===== config.mk =====
export PLATFORM = sky130hd
export DESIGN_NAME = pgc_top
export DESIGN_NICKNAME = d
export VERILOG_FILES = /design/src/rtl/pgc_pkg.sv /design/src/rtl/pgc_mode_fsm.sv /design/src/rtl/pgc_doze_gen.sv /design/src/rtl/pgc_clk_gate.sv /design/src/rtl/pgc_top.sv
export SDC_FILE = /design/constraint.sdc
export NUM_CORES = 1
export LEC_CHECK = 0
export ABC_CLOCK_PERIOD_IN_PS = 1500
export BUFFER_PORTS_ARGS = -buffer_cell sky130_fd_sc_hd__buf_2
export CAP_MARGIN = 20
export CORE_MARGIN = 3
export CORE_UTILIZATION = 40
export CTS_BUF_LIST = sky130_fd_sc_hd__clkbuf_4 sky130_fd_sc_hd__clkbuf_8
export DETAILED_ROUTE_END_ITERATION = 8
export PLACE_DENSITY_LB_ADDON = 0.25
export SYNTH_ARGS = -nofsm -noshare
export SYNTH_HDL_FRONTEND = slang
export SYNTH_SLANG_ARGS = --single-unit

===== constraint.sdc =====
create_clock -name clk -period 1.5 [get_ports clk]
set_input_delay 0.3 -clock clk [delete_from_list [all_inputs] [get_ports clk]]
set_output_delay 0.3 -clock clk [all_outputs]
set_load 0.02 [all_outputs]

===== src/rtl/pgc_pkg.sv =====
package pgc_pkg;
  typedef enum logic [1:0] {
    PM_RUN   = 2'd0,
    PM_IDLE  = 2'd1,
    PM_SLEEP = 2'd2
  } pm_state_e;

  localparam logic MODE_SLEEP = 1'b0;
  localparam logic MODE_IDLE  = 1'b1;
endpackage


===== src/rtl/pgc_mode_fsm.sv =====
module pgc_mode_fsm
  import pgc_pkg::*;
(
  input  logic      clk,
  input  logic      rst_n,
  input  logic      sav_req,
  input  logic      sav_mode,
  input  logic      rst_evt,
  input  logic      irq_wake,
  input  logic      wdt_timeout,
  output pm_state_e state,
  output logic      exit_evt,
  output logic      wdt_clr,
  output logic      wake
);
  pm_state_e state_nxt;
  logic      low_pwr;
  logic      enter_evt;

  always_comb begin
    low_pwr   = (state != PM_RUN);
    // reset events win over everything; any listed source ends a low-power stay
    exit_evt  = low_pwr && (rst_evt || irq_wake || wdt_timeout);
    enter_evt = !low_pwr && sav_req && !rst_evt;
    state_nxt = state;
    if (exit_evt) begin
      state_nxt = PM_RUN;
    end else if (enter_evt) begin
      state_nxt = (sav_mode == MODE_IDLE) ? PM_IDLE : PM_SLEEP;
    end
  end

  always_ff @(posedge clk or negedge rst_n) begin
    if (!rst_n) begin
      state   <= PM_RUN;
      wdt_clr <= 1'b0;
      wake    <= 1'b0;
    end else begin
      state   <= state_nxt;
      wdt_clr <= enter_evt;
      wake    <= exit_evt;
    end
  end
endmodule


===== src/rtl/pgc_doze_gen.sv =====
module pgc_doze_gen #(
  parameter int RATIO_W = 3
) (
  input  logic               clk,
  input  logic               rst_n,
  input  logic               doze_en,
  input  logic [RATIO_W-1:0] doze_ratio,
  input  logic               restart,
  output logic               strobe
);
  localparam int CNT_W = (2 ** RATIO_W) - 1;

  logic [CNT_W-1:0]   cnt;
  logic [CNT_W-1:0]   mask;
  logic [RATIO_W-1:0] ratio_q;
  logic               resync;

  // mask holds the low n bits for ratio code n
  always_comb begin
    for (int i = 0; i < CNT_W; i++) begin
      mask[i] = (i < int'(doze_ratio));
    end
  end

  assign resync = !doze_en || (doze_ratio != ratio_q) || restart;
  assign strobe = !doze_en || ((cnt & mask) == '0);

  always_ff @(posedge clk or negedge rst_n) begin
    if (!rst_n) begin
      cnt     <= '0;
      ratio_q <= '0;
    end else begin
      ratio_q <= doze_ratio;
      if (resync) begin
        cnt <= '0;
      end else begin
        cnt <= (cnt + CNT_W'(1)) & mask;
      end
    end
  end
endmodule


===== src/rtl/pgc_clk_gate.sv =====
module pgc_clk_gate
  import pgc_pkg::*;
#(
  parameter int N_PERIPH = 8
) (
  input  pm_state_e           state,
  input  logic                doze_strobe,
  input  logic [N_PERIPH-1:0] stop_in_idle,
  input  logic                wdt_en,
  input  logic                clkmon_en,
  output logic                cpu_clk_en,
  output logic                sysclk_src_en,
  output logic [N_PERIPH-1:0] periph_clk_en,
  output logic                lpo_en,
  output logic                clkmon_active
);
  logic in_run, in_idle, in_sleep;

  assign in_run   = (state == PM_RUN);
  assign in_idle  = (state == PM_IDLE);
  assign in_sleep = (state == PM_SLEEP);

  assign cpu_clk_en    = in_run && doze_strobe;
  assign sysclk_src_en = !in_sleep;
  assign clkmon_active = clkmon_en && !in_sleep;
  assign lpo_en        = wdt_en || (clkmon_en && !in_sleep);

  for (genvar p = 0; p < N_PERIPH; p++) begin : g_periph
    assign periph_clk_en[p] = in_run || (in_idle && !stop_in_idle[p]);
  end
endmodule


===== src/rtl/pgc_top.sv =====
module pgc_top
  import pgc_pkg::*;
#(
  parameter int N_PERIPH = 8,
  parameter int RATIO_W  = 3
) (
  input  logic                clk,
  input  logic                rst_n,
  input  logic                sav_req,
  input  logic                sav_mode,
  input  logic                rst_evt,
  input  logic                irq_wake,
  input  logic                wdt_timeout,
  input  logic                wdt_en,
  input  logic                clkmon_en,
  input  logic                doze_en,
  input  logic [RATIO_W-1:0]  doze_ratio,
  input  logic [N_PERIPH-1:0] stop_in_idle,
  output logic                cpu_clk_en,
  output logic                sysclk_src_en,
  output logic [N_PERIPH-1:0] periph_clk_en,
  output logic                lpo_en,
  output logic                clkmon_active,
  output logic                wdt_clr,
  output logic                wake
);
  pm_state_e state;
  logic      exit_evt;
  logic      doze_strobe;

  pgc_mode_fsm u_fsm (
    .clk         (clk),
    .rst_n       (rst_n),
    .sav_req     (sav_req),
    .sav_mode    (sav_mode),
    .rst_evt     (rst_evt),
    .irq_wake    (irq_wake),
    .wdt_timeout (wdt_timeout),
    .state       (state),
    .exit_evt    (exit_evt),
    .wdt_clr     (wdt_clr),
    .wake        (wake)
  );

  pgc_doze_gen #(.RATIO_W(RATIO_W)) u_doze (
    .clk        (clk),
    .rst_n      (rst_n),
    .doze_en    (doze_en),
    .doze_ratio (doze_ratio),
    .restart    (exit_evt),
    .strobe     (doze_strobe)
  );

  pgc_clk_gate #(.N_PERIPH(N_PERIPH)) u_gate (
    .state         (state),
    .doze_strobe   (doze_strobe),
    .stop_in_idle  (stop_in_idle),
    .wdt_en        (wdt_en),
    .clkmon_en     (clkmon_en),
    .cpu_clk_en    (cpu_clk_en),
    .sysclk_src_en (sysclk_src_en),
    .periph_clk_en (periph_clk_en),
    .lpo_en        (lpo_en),
    .clkmon_active (clkmon_active)
  );
endmodule


# == Word level (Yosys, flattened, before mapping) ==
# Index checks and enable logic that the tools add are counted.
# word_totals
ff_bits,14
out_inout_bits,14
# classes
addsub,1
magnitude_cmp,7
n_eq_ne,3
mux,4
bitwise,2
n_reduce_logical,43
# ops
op,n
bitwise AND 7 bit,2
logical OR 1 bit,14
logical AND 1 bit,13
logical NOT 1 bit,12
less-than comparator 3 bit (first input constant),3
adder 7 x 1 -> 7 bit (second input constant),1
logical NOT 7 bit,1
2-to-1 mux 7 bit,1
less-than comparator 1 x 3 -> 1 bit (first input constant),2
less-than comparator 2 x 3 -> 1 bit (first input constant),2
2-to-1 mux 2 bit,3
nonzero test 2 bit,2
inequality test 3 bit,1
== test 2 x 1 -> 1 bit (second input constant),1
== test 2 bit (second input constant),1
logical NOT 2 bit,1

# == Depth between registers and ports, before layout ==
# depth
ltp_word,6
ltp_mapped,5

# == Hierarchy ==
# Synthesis repeated with hierarchy kept, for this count alone.
# unflattened
cells_unflattened,77
area_unflattened_um2,769.5
# modules_own_cells
mod,instances,cells_per_inst,area_each_um2,seq_area_each_um2
pgc_doze_gen,1,52,510.5,250.2
pgc_mode_fsm,1,11,165.2,100.1
pgc_clk_gate,1,14,93.8,0.0

# == Worst setup path before layout ==
# Ideal clock, no wire load.
# synth_path
path_type,reg2out
start,reg u_fsm.state[0]
end,out lpo_en
t_arrival_ns,1.297
required_ns,1.200
setup_slack_ns,-0.097
stages_incl_launch_ff,4
path_cell_list,dfrtp_1 nand2b_1 and2_1 or2_2
# synth_via
elab_chain_cells,4
# synth_lines
item,line_no,rtl
"start, declared",pgc_mode_fsm.sv:11,"output pm_state_e state,"
"start signal, assigned",pgc_mode_fsm.sv:39,state <= state_nxt;
== test 2 bit,pgc_clk_gate.sv:21,assign in_sleep = (state == PM_SLEEP);
logical NOT 1 bit,--,
net sysclk_src_en,pgc_top.sv:20,"output logic sysclk_src_en,"
logical AND 1 bit,pgc_clk_gate.sv:26,assign lpo_en = wdt_en || (clkmon_en && !in_sleep);
net clkmon_active,pgc_top.sv:23,"output logic clkmon_active,"
logical OR 1 bit,pgc_clk_gate.sv:26,
"end, declared",pgc_top.sv:22,"output logic lpo_en,"
# The timed path passes the listed nets, and every way through them passes these cells.

# == Worst setup path after layout ==
# layout_path
start,reg u_doze.cnt[3]
end,out cpu_clk_en
# layout_via
elab_chain_cells,4
# layout_lines
item,line_no,rtl
"start, declared",pgc_doze_gen.sv:13,logic [CNT_W-1:0] cnt;
"start signal, assigned",pgc_doze_gen.sv:37,cnt <= (cnt + CNT_W'(1)) & mask;
bitwise AND 7 bit,pgc_doze_gen.sv:26,assign strobe = !doze_en || ((cnt & mask) == '0);
logical NOT 7 bit,pgc_doze_gen.sv:26,
logical OR 1 bit,pgc_doze_gen.sv:26,
logical AND 1 bit,pgc_clk_gate.sv:23,assign cpu_clk_en = in_run && doze_strobe;
"end, declared",pgc_top.sv:19,"output logic cpu_clk_en,"
# No other way between the ends.

==> summary.txt <==
Detailed routing
  • Wire length per cell: 13.66 um
  • 1st-iter DRT viols: 16
  • Drt pass-1 iters: 5
  • DRT Wirelength: 2090 um
  • Post-DRT Antenna Nets: 0
  • Via density per instance: 5.157
  • Vias: 789
  • DRC errors left: 0

Place
  • Placer Congestion: 0.8378
  • Dpl ws: -0.04386 ns
  • DP Wirelength: 1475 um
  • Placed cell area: 0.001076 mm^2
  • Port bufs: 34

Synth
  • XOR/XNOR share of the synthesized area: 8.682%
  • Avg Synthesized Cell Area: 10.35 um^2
  • Synth Area in Adders: 1.550%
  • Post-synthesis instance total: 78
  • Commonest cells in the synthesized netlist: dfrtp_1, a21oi_1, nor2_1, o21ai_0, xnor2_1
  • Count leader, synth: dfrtp_1
  • Post-synthesis mux area share: 0%
  • Largest area contributor in the netlist: dfrtp_1
  • FF+latch count, synth: 14
  • Syn. warnings: 0
  • Register area share after synthesis: 43.41%
  • Simple-gate area share of the yosys netlist: 22.95%
  • Area contributors post-synth: dfrtp_1, a21oi_1, xnor2_1
  • Main combinational cell family by area after synthesis: simple AND/OR/NAND/NOR gates
  • Post-Syn Nets: 100
  • Synth Area in Compound Gates: 18.14%
  • Asr flop ratio synth: 100.0%
  • Post-synth EDFFs: 0
  • Area share of the largest cell type after synthesis: 43.41%
  • Post-Syn Area: 807.0 um^2
  • Ys flop type: dfrtp_1
  • Cell variety after synth: 29

STA
  • Fin. Hold Viols: 0
  • Fmax: 0.5466 GHz
  • Worst Setup Slack, final: -0.3296 ns
  • Fin crit share: 122.0%
  • Slew margin rel.: 73.12%
  • Final setup viols: 8
  • Crit path time final: 1.830 ns
  • Setup TNS: -0.7611 ns
  • Clock skew: 0.004260 ns
  • Final hold slack: 0.1832 ns
  • Max-slew violation total from the final report: 0
  • RSZ-0062 raised after global routing: yes
  • Worst-margin pin slew: 0.4007 ns

GRT
  • Global-route wire length before repair: 3318 um
  • Initial antenna violation count: 0
  • Gr usage total: 16.45%
  • Overflow after GRT: 0
  • Vias in the first global route: 750
  • Largest net degree at the start of global routing: 15

Critical path
  • Max stage delay on crit path: 0.41 ns
  • Crit path from: u_doze.cnt[3]
  • Crit Path Category: register to primary output
  • Crit end category: primary output
  • RR Startpoint: u_fsm.state[1]
  • Worst EP arrival: 1.53 ns
  • CP max stage cell: dfrtp_1
  • CP startpoint kind: register
  • Required time of the critical path: 1.20 ns
  • Critical Path Fanout Max: 3
  • Crit path cell chain: a211o_1 > a21oi_2 > nor2_1 > nor4_4 > buf_4

Clock network
  • CTS Buffer Depth: 2
  • Number of H-tree levels: 1
  • CTS Sinks: 14
  • Later-pin clock latency in the skew report: 0.27 ns
  • Clock transition at the registers of the reported paths: 0.08 ns
  • CTS tree: done
  • CTS Root Cell: clkbuf_4
  • CTS buffer count: 3

Pwr
  • Peak supply drop: 1.221 mV
  • Power per cell area: 1444 mW/mm^2
  • Leakage: 0.0005670 uW

Outcome
  • Run status: complete, but fails checks
  • Failing checks: negative setup slack

Floorplan
  • Initial Utilization: 44.33%
  • # rows: 15
  • Die width: 50.92 um
  • Io pins: 35
  • Die Area: 0.002592 mm^2
  • Core area: 0.001821 mm^2
  • Die height: 50.92 um

Layout
  • P&R area growth vs syn: 47.29%
  • Fillcell total: 154
  • Final Instance Area: 0.001189 mm^2
  • Fin util: 65.29%
  • # nets final: 152
  • N_diodes: 0
  • Layout cells sized above 1: 53.91%

Min path
  • HP Start: doze_ratio[1]
  • HP Class: primary input to register

Job
  • Maxcap violations: 0
[worst paths after layout]
kind | endpoint | slack, ns | depth (start not counted)
worst max-delay path | cpu_clk_en | -0.33 | 5
worst min-delay path | u_doze.ratio_q[1] | 0.18 | 1
worst max register to register | u_doze.cnt[2] | 0.17 | 5
worst min register to register | u_doze.cnt[0] | 0.60 | 2
max in group asynchronous | u_fsm.wdt_clr | 0.80 | 2
min in group asynchronous | u_doze.cnt[1] | 0.46 | 2
[per-stage QoR]
stage               total power (uW)  instances
floorplan                       1030         78
global placement                1309        144
detailed placement              1327        144
CTS                             1592        148
global route                    1814        153
finish                          1717        153
[final cells by class]
cell class / instances / area, um^2 / area share [%]
sequential: 14 / 350.3 / 29.47
clock buffer: 3 / 22.52 / 1.895
multi-input combinational: 57 / 439.2 / 36.95
inverter: 2 / 7.507 / 0.6316
tap: 25 / 31.28 / 2.632
timing repair buffer: 52 / 337.8 / 28.42
[layer usage]
metal  track usage (%)  vias up  wire length, um
li1                  -      377                -
met1             21.68      378              912
met2             27.90       34             1055
met3             4.373        0              122
met4             1.345        0                0
met5                 0        -                0
[flip-flops by register name, summed over array words and instances (netlist names)]
register,flops
u_doze.cnt,7
u_doze.ratio_q,3
u_fsm.state,2
u_fsm.wake,1
u_fsm.wdt_clr,1
[logic make-up (layout without fill, tap and decap cells)]
| kind of cell | count (synthesis) | in the layout |
|---|---|---|
| XOR/XNOR | 8 | 8 |
| AO/OA/AOI/OAI | 22 | 22 |
| flip-flops | 14 | 14 |
| buffers and inverters | 7 | 57 |
| AND/OR/NAND/NOR | 26 | 26 |
| adder cells (fa/ha/maj) | 1 | 1 |
[critical path, delay by kind of cell (launching register included)]
kind | cells | cell delay [ns]
compound gates | 2 | 0.45
buf+inv | 1 | 0.18
simple gates | 2 | 0.22
flops | 1 | 0.41
[cells in the final DEF, fill, tap and decap left out, drive strengths merged]
cell / n
nor3b: 1
and2: 1
o22a: 1
inv: 2
nand2b: 1
and3: 1
nor2: 7
clkbuf: 3
nor4: 1
a211o: 1
xor2: 3
a211oi: 2
dlygate4sd3: 1
nand2: 2
nand3: 5
xnor2: 5
o32ai: 1
nor3: 4
o21ai: 5
dfrtp: 14
buf: 51
ha: 1
and4: 1
a21oi: 12
nor4b: 1
or2: 1
[timing repair]
item / 4_1_cts / 5_1_grt
buffers inserted: 0 / 4
pin swaps: 4 / 0
gates resized for setup: 8 / 8
hold buffers: 1 / 0
endpoints found under the setup margin: 3 / 10
gates cloned: 0 / 1
endpoints found under the hold margin: 14 / 0
[power breakdown]
part | leakage [uW] | switching, uW | total, uW | internal, uW
Clock | 0.0000138 | 112 | 204 | 92.9
Combinational | 0.000368 | 582 | 1060 | 479
Sequential | 0.000185 | 29.6 | 452 | 422
Total | 0.000567 | 723 | 1720 | 994
Power figures use the tool's default switching activity.
